### src/rtl/sq_pkg.sv
package sq_pkg;

  // Strobes the control half hands to the datapath every cycle
  typedef struct packed {
    logic shift;       // accept the incoming sample into the delay line
    logic qualNew;     // qualification of the incoming sample
    logic emit;        // oldest stage leaves this cycle
    logic blockMode;   // effective block mode after the fallbacks
    logic postActive;  // after-window of an earlier qualified sample still open
  } ctrl_strobe_t;

endpackage

### src/rtl/sq_ctrl.sv
module sq_ctrl
  import sq_pkg::*;
#(
  parameter int LEAD_N = 31,
  parameter int TAIL_N = 31
) (
  input  logic         clk,
  input  logic         rst_n,
  input  logic         acqStart,
  input  logic         sampleValid,
  input  logic         globalHit,
  input  logic         cmdValid,
  input  logic         cmdOn,
  input  logic         qualEnable,
  input  logic         blockMode,
  input  logic         violStoreEn,
  input  logic         startStoreOn,
  input  logic         oldestQual,
  output ctrl_strobe_t strobe
);

  localparam int FILL_W = $clog2(LEAD_N + 1);
  localparam int TAIL_W = $clog2(TAIL_N + 1);
  localparam logic [FILL_W-1:0] FILL_FULL = FILL_W'(LEAD_N);
  localparam logic [TAIL_W-1:0] TAIL_LOAD = TAIL_W'(TAIL_N);

  logic              storeOn;
  logic [FILL_W-1:0] fillCnt;
  logic [TAIL_W-1:0] postCnt;
  logic              accept;
  logic              filled;
  logic              qualNow;

  assign accept = sampleValid && !acqStart;
  assign filled = (fillCnt == FILL_FULL);

  // Per-sample qualification: state command beats the global rule
  always_comb begin
    if (!qualEnable)   qualNow = 1'b1;
    else if (cmdValid) qualNow = cmdOn;
    else               qualNow = storeOn && globalHit;
  end

  // Sticky storage flag
  always_ff @(posedge clk) begin
    if (!rst_n)                                storeOn <= 1'b1;
    else if (acqStart)                         storeOn <= startStoreOn;
    else if (accept && qualEnable && cmdValid) storeOn <= cmdOn;
  end

  // Delay-line fill tracking, counted in valid samples only
  always_ff @(posedge clk) begin
    if (!rst_n || acqStart)     fillCnt <= '0;
    else if (accept && !filled) fillCnt <= fillCnt + 1'b1;
  end

  // After-window counter, advanced per emitted sample
  always_ff @(posedge clk) begin
    if (!rst_n || acqStart) postCnt <= '0;
    else if (accept && filled) begin
      if (oldestQual)          postCnt <= TAIL_LOAD;
      else if (postCnt != '0)  postCnt <= postCnt - 1'b1;
    end
  end

  always_comb begin
    strobe.shift      = accept;
    strobe.qualNew    = qualNow;
    strobe.emit       = accept && filled;
    strobe.blockMode  = blockMode && qualEnable && !violStoreEn;
    strobe.postActive = (postCnt != '0);
  end

endmodule

### src/rtl/sq_datapath.sv
module sq_datapath
  import sq_pkg::*;
#(
  parameter int DATA_W = 16,
  parameter int LEAD_N = 31
) (
  input  logic              clk,
  input  logic              rst_n,
  input  ctrl_strobe_t      strobe,
  input  logic [DATA_W-1:0] sampleData,
  output logic              oldestQual,
  output logic              outValid,
  output logic              outStore,
  output logic [DATA_W-1:0] outData
);

  logic [DATA_W-1:0] dataLine [LEAD_N];
  logic [LEAD_N-1:0] qualLine;
  logic              laterHit;
  logic              keep;

  // Stage 0 takes the new sample; stage g takes stage g-1
  for (genvar g = 0; g < LEAD_N; g++) begin : g_stage
    if (g == 0) begin : g_head
      always_ff @(posedge clk) begin
        if (!rst_n)            qualLine[0] <= 1'b0;
        else if (strobe.shift) qualLine[0] <= strobe.qualNew;
      end
      always_ff @(posedge clk) begin
        if (strobe.shift) dataLine[0] <= sampleData;
      end
    end else begin : g_body
      always_ff @(posedge clk) begin
        if (!rst_n)            qualLine[g] <= 1'b0;
        else if (strobe.shift) qualLine[g] <= qualLine[g-1];
      end
      always_ff @(posedge clk) begin
        if (strobe.shift) dataLine[g] <= dataLine[g-1];
      end
    end
  end

  assign oldestQual = qualLine[LEAD_N-1];

  // Any qualified sample among those that follow the oldest one
  always_comb begin
    laterHit = strobe.qualNew;
    for (int s = 0; s < LEAD_N - 1; s++) laterHit = laterHit | qualLine[s];
  end

  assign keep = oldestQual ||
                (strobe.blockMode && (laterHit || strobe.postActive));

  always_ff @(posedge clk) begin
    if (!rst_n) begin
      outValid <= 1'b0;
      outStore <= 1'b0;
      outData  <= '0;
    end else begin
      outValid <= strobe.emit;
      outStore <= strobe.emit && keep;
      if (strobe.emit) outData <= dataLine[LEAD_N-1];
    end
  end

endmodule

### src/rtl/storage_qualifier.sv
module storage_qualifier
  import sq_pkg::*;
#(
  parameter int DATA_W = 16,
  parameter int LEAD_N = 31,
  parameter int TAIL_N = 31
) (
  input  logic              clk,
  input  logic              rst_n,
  input  logic              acqStart,
  input  logic              sampleValid,
  input  logic [DATA_W-1:0] sampleData,
  input  logic              globalHit,
  input  logic              cmdValid,
  input  logic              cmdOn,
  input  logic              qualEnable,
  input  logic              blockMode,
  input  logic              violStoreEn,
  input  logic              startStoreOn,
  output logic              outValid,
  output logic              outStore,
  output logic [DATA_W-1:0] outData
);

  ctrl_strobe_t strobe;
  logic         oldestQual;

  sq_ctrl #(.LEAD_N(LEAD_N), .TAIL_N(TAIL_N)) u_ctrl (
    .clk(clk), .rst_n(rst_n), .acqStart(acqStart), .sampleValid(sampleValid),
    .globalHit(globalHit), .cmdValid(cmdValid), .cmdOn(cmdOn),
    .qualEnable(qualEnable), .blockMode(blockMode), .violStoreEn(violStoreEn),
    .startStoreOn(startStoreOn), .oldestQual(oldestQual), .strobe(strobe)
  );

  sq_datapath #(.DATA_W(DATA_W), .LEAD_N(LEAD_N)) u_dp (
    .clk(clk), .rst_n(rst_n), .strobe(strobe), .sampleData(sampleData),
    .oldestQual(oldestQual), .outValid(outValid), .outStore(outStore),
    .outData(outData)
  );

endmodule

### config.mk
export PLATFORM = sky130hd
export DESIGN_NAME = storage_qualifier
export DESIGN_NICKNAME = d
export VERILOG_FILES = /design/src/rtl/sq_pkg.sv /design/src/rtl/sq_ctrl.sv /design/src/rtl/sq_datapath.sv /design/src/rtl/storage_qualifier.sv
export SDC_FILE = /design/constraint.sdc
export NUM_CORES = 1
export LEC_CHECK = 0
export ABC_CLOCK_PERIOD_IN_PS = 5350
export BUFFER_PORTS_ARGS = -buffer_cell sky130_fd_sc_hd__buf_2
export CORE_ASPECT_RATIO = 1.5
export CORE_UTILIZATION = 55
export CTS_CLUSTER_DIAMETER = 30
export DETAILED_ROUTE_END_ITERATION = 7
export GPL_TIMING_DRIVEN = 1
export PLACE_DENSITY_LB_ADDON = 0.05
export SLEW_MARGIN = 15
export SYNTH_ARGS = -nofsm -noshare
export SYNTH_HDL_FRONTEND = slang
export SYNTH_SLANG_ARGS = --single-unit
### constraint.sdc
create_clock -name clk -period 5.35 [get_ports clk]
set_input_delay 1.07 -clock clk [delete_from_list [all_inputs] [get_ports clk]]
set_output_delay 1.07 -clock clk [all_outputs]
set_load 0.005 [all_outputs]
==> results.md <==
- Status: finished clean
- Synth Flop Type: edfxtp_1
- Critical Path Sink Type: register
- # Max-Cap Violations: 0
- Synth Net Count: 817
- Worst r2r dst: u_ctrl.postCnt[0]
- Worst Path Arrival: 2.78 ns
- Die Footprint: 32,280 µm²
- Worst-Margin Slew: 0.8441 ns
- Chip Height: 219.5 µm
- Final worst path period need: 2.554 ns
- Post-cts sizing count: 0
- Area grow syn2layout: 16.35%
- Most used cell, CP: buf_4
- Synthesized instance count: 786
- Critical path fanouts, max: 119
- Rows: 79
- Seq cells post-synth: 556
- Top Ports: 45
- Max clock buf depth: 3
- Critical Path Max Stage Delay: 0.61 ns
- HPWL after detailed placement: 10,320 µm
- Initial Utilization: 55.91%
- DP Cell Count: 1,226
- Hold WC Path Type: register to register
- CTS tree: yes
- Worst path top cell family by delay: buffers and inverters
- Detailed Route Iter0 Violations: 429
- Kind of critical path: primary input to register
- DRC viols: 0
- CP Launch Type: primary input
- Worst hold stages: 0
- Mean Syn Cell Area: 22.08 µm²
- Fin cells: 1,342
- Initial antenna violation count: 0
- Seq/Total Area, Yosys: 92.75%
- Unrepaired setup endpoints after global routing: false
- Drt via density: 5.078
- Unique masters post-synth: 37
- WHS Endpoint: u_dp.dataLine[7][1]
- Post-CTS Setup Inserts: 0
- Share of cells above drive strength 1: 17.40%
- Die Wd: 147.0 µm
- WP buf/inv: 4
- Final Max Slew Viols: 0
- Global route overflow: 0
- Worst-case reg-to-reg path depth: 7
- Stages on worst setup path: 5
- RR Startpoint: u_ctrl.fillCnt[0]
- Clk pin slew, worst setup/hold paths: 0.06 ns
- Core area: 31,040 µm²
- Launch point of the worst path: acqStart
- Leak pwr: 6.741 nW
- Fmax: 391.5 MHz
- ANT nets after route: 0
- GRT Total Usage: 13.73%
- Final setup fails: 0
- Critical Path RT: 5.57 ns
- Worst-path cell with the longest stage delay: inv_8
- Max Clock Skew: 0.01284 ns
- Largest net degree at the start of global routing: 120
- TritonCTS buffer count: 61
- Hold Crit Start: u_dp.dataLine[6][1]
- # H-tree levels: 2
- Routed length per instance: 15.74 µm
- Ys Warns: 0
- Netlist Area Pre-Place: 17,350 µm²
- Worst VDD drop: 0.3035 mV
- I/O Buffers: 44
- Worst-skew pair later-pin latency: 0.58 ns
- Relative slew slack: 43.56%
- Vias in the first global route: 6,917
- First-pass GRT wire length: 35,130 µm
- Fin. Hold Viols: 0
- Post-Route Setup TNS: 0 ns
- CP cell instances: buf_2 > nand2b_1 > buf_4 > inv_8 > buf_4
- Fin Hold WS: 0.4104 ns
- R2R Setup Slk: 2.95 ns
- Crit share post-route: 47.75%
- Ys async rst share: 0%
- Final wirelength: 21,130 µm
- Finished Core Util: 65.05%
- Routability Congestion: 0.7670
- Power density cells: 454.8 nW/µm²
- Final nets: 915
- Hold-fix buffers, CTS: 0
- Clock Sinks: 556
- Diodes inserted: 0
- Vias: 6,815
- Post-synth EDFFs: 496
- Drt first pass iters: 6
- Root Buffer: clkbuf_16
-- sequential cells by signal, indices dropped and copies added (netlist names) --
register         flops
u_dp.qualLine       30
u_ctrl.storeOn       1
u_dp.outStore        1
u_dp.oldestQual      1
u_dp.dataLine      496
u_ctrl.fillCnt       5
u_dp.outValid        1
u_ctrl.postCnt       5
u_dp.outData        16
-- logic make-up after synthesis --
family,after synthesis,share of synthesized area (%)
flip-flops,556,92.75
AO/OA/AOI/OAI,65,2.661
XOR/XNOR,3,0.1514
adder cells (fa/ha/maj),4,0.2884
AND/OR/NAND/NOR,135,3.418
multiplexers,2,0.1226
buffers and inverters,21,0.6057
-- where the power goes --
part	total, mW	switching, mW	internal (mW)	leakage [nW]
clock	4.15	1.70	2.45	1.00
sequential	4.92	0.0400	4.88	5.14
combinational	0.113	0.0880	0.0249	0.599
-- worst max-delay path by stage --
stage,to
final,u_dp.dataLine[18][12]
after global routing,u_dp.dataLine[28][10]
after CTS,u_dp.dataLine[18][12]
after detailed placement,u_dp.dataLine[23][12]
after global placement,u_dp.dataLine[29][12]
after floorplan,u_dp.dataLine[0][0]
-- Yosys cell counts, types with 2 or more instances --
library cell	n	area share [%]
nand4_1	3	0.11
nand2b_1	3	0.11
a21oi_1	5	0.14
dfxtp_1	60	6.9
a21boi_0	18	0.78
nor4_1	8	0.29
inv_1	3	0.065
o211a_1	2	0.12
edfxtp_1	496	86
o21ai_0	5	0.14
buf_4	5	0.22
buf_2	6	0.17
nand2_1	101	2.2
xor2_1	2	0.10
o21ai_1	2	0.058
nor2_1	9	0.19
ha_1	4	0.29
a211oi_1	2	0.086
nor3_1	2	0.058
a21boi_1	28	1.2
clkbuf_1	6	0.13
-- placed cells by master, fill, tap and decap left out, drive strengths merged, types with 2 or more instances in the layout --
cell      instances
clkinvlp          6
buf              52
dfxtp            60
xor2              2
o211a             2
a21boi           46
a211oi            2
o21ai             7
inv              18
edfxtp          496
a21oi             5
nor3              2
nand4             3
clkinv           22
nand2           101
nand2b            3
nor2             10
bufinv            5
clkbuf           69
nor4              8
ha                4
-- cell type report --
cell class	count	area (µm²)
multi-input combinational	209	1152
sequential	556	16100
clock inverter	47	460.4
timing repair buffer	52	342.8
inverter	4	22.52
clock buffer	69	1609
tap	405	506.7
fill	2076	10850
-- per-layer routing --
layer	vias to the layer above	global-route usage, %	wire length [µm]
met5	-	0	0
met4	0	6.220	672
met1	3407	18.44	9460
met2	131	21.66	10140
met3	54	3.147	854
li1	3223	-	-
-- worst register-to-register path, delay by kind of cell (launching register included) --
| kind | cells | cell delay, ns |
|---|---|---|
| AND/OR/NAND/NOR | 3 | 0.83 |
| adder cells (fa/ha/maj) | 2 | 0.42 |
| flip-flops | 1 | 0.38 |
| AO/OA/AOI/OAI | 2 | 0.67 |
-- stage by stage --
step                      setup WS (ns)  area [µm²]  power [mW]
final                             2.796       20190       9.183
after global routing              2.645       20190       9.496
after CTS                         2.788       20190       9.313
after detailed placement          2.165       18120       5.130
after global placement            2.250       18120       5.115
after floorplan                  0.1336       17350       5.090
Power figures use the tool's default switching activity.
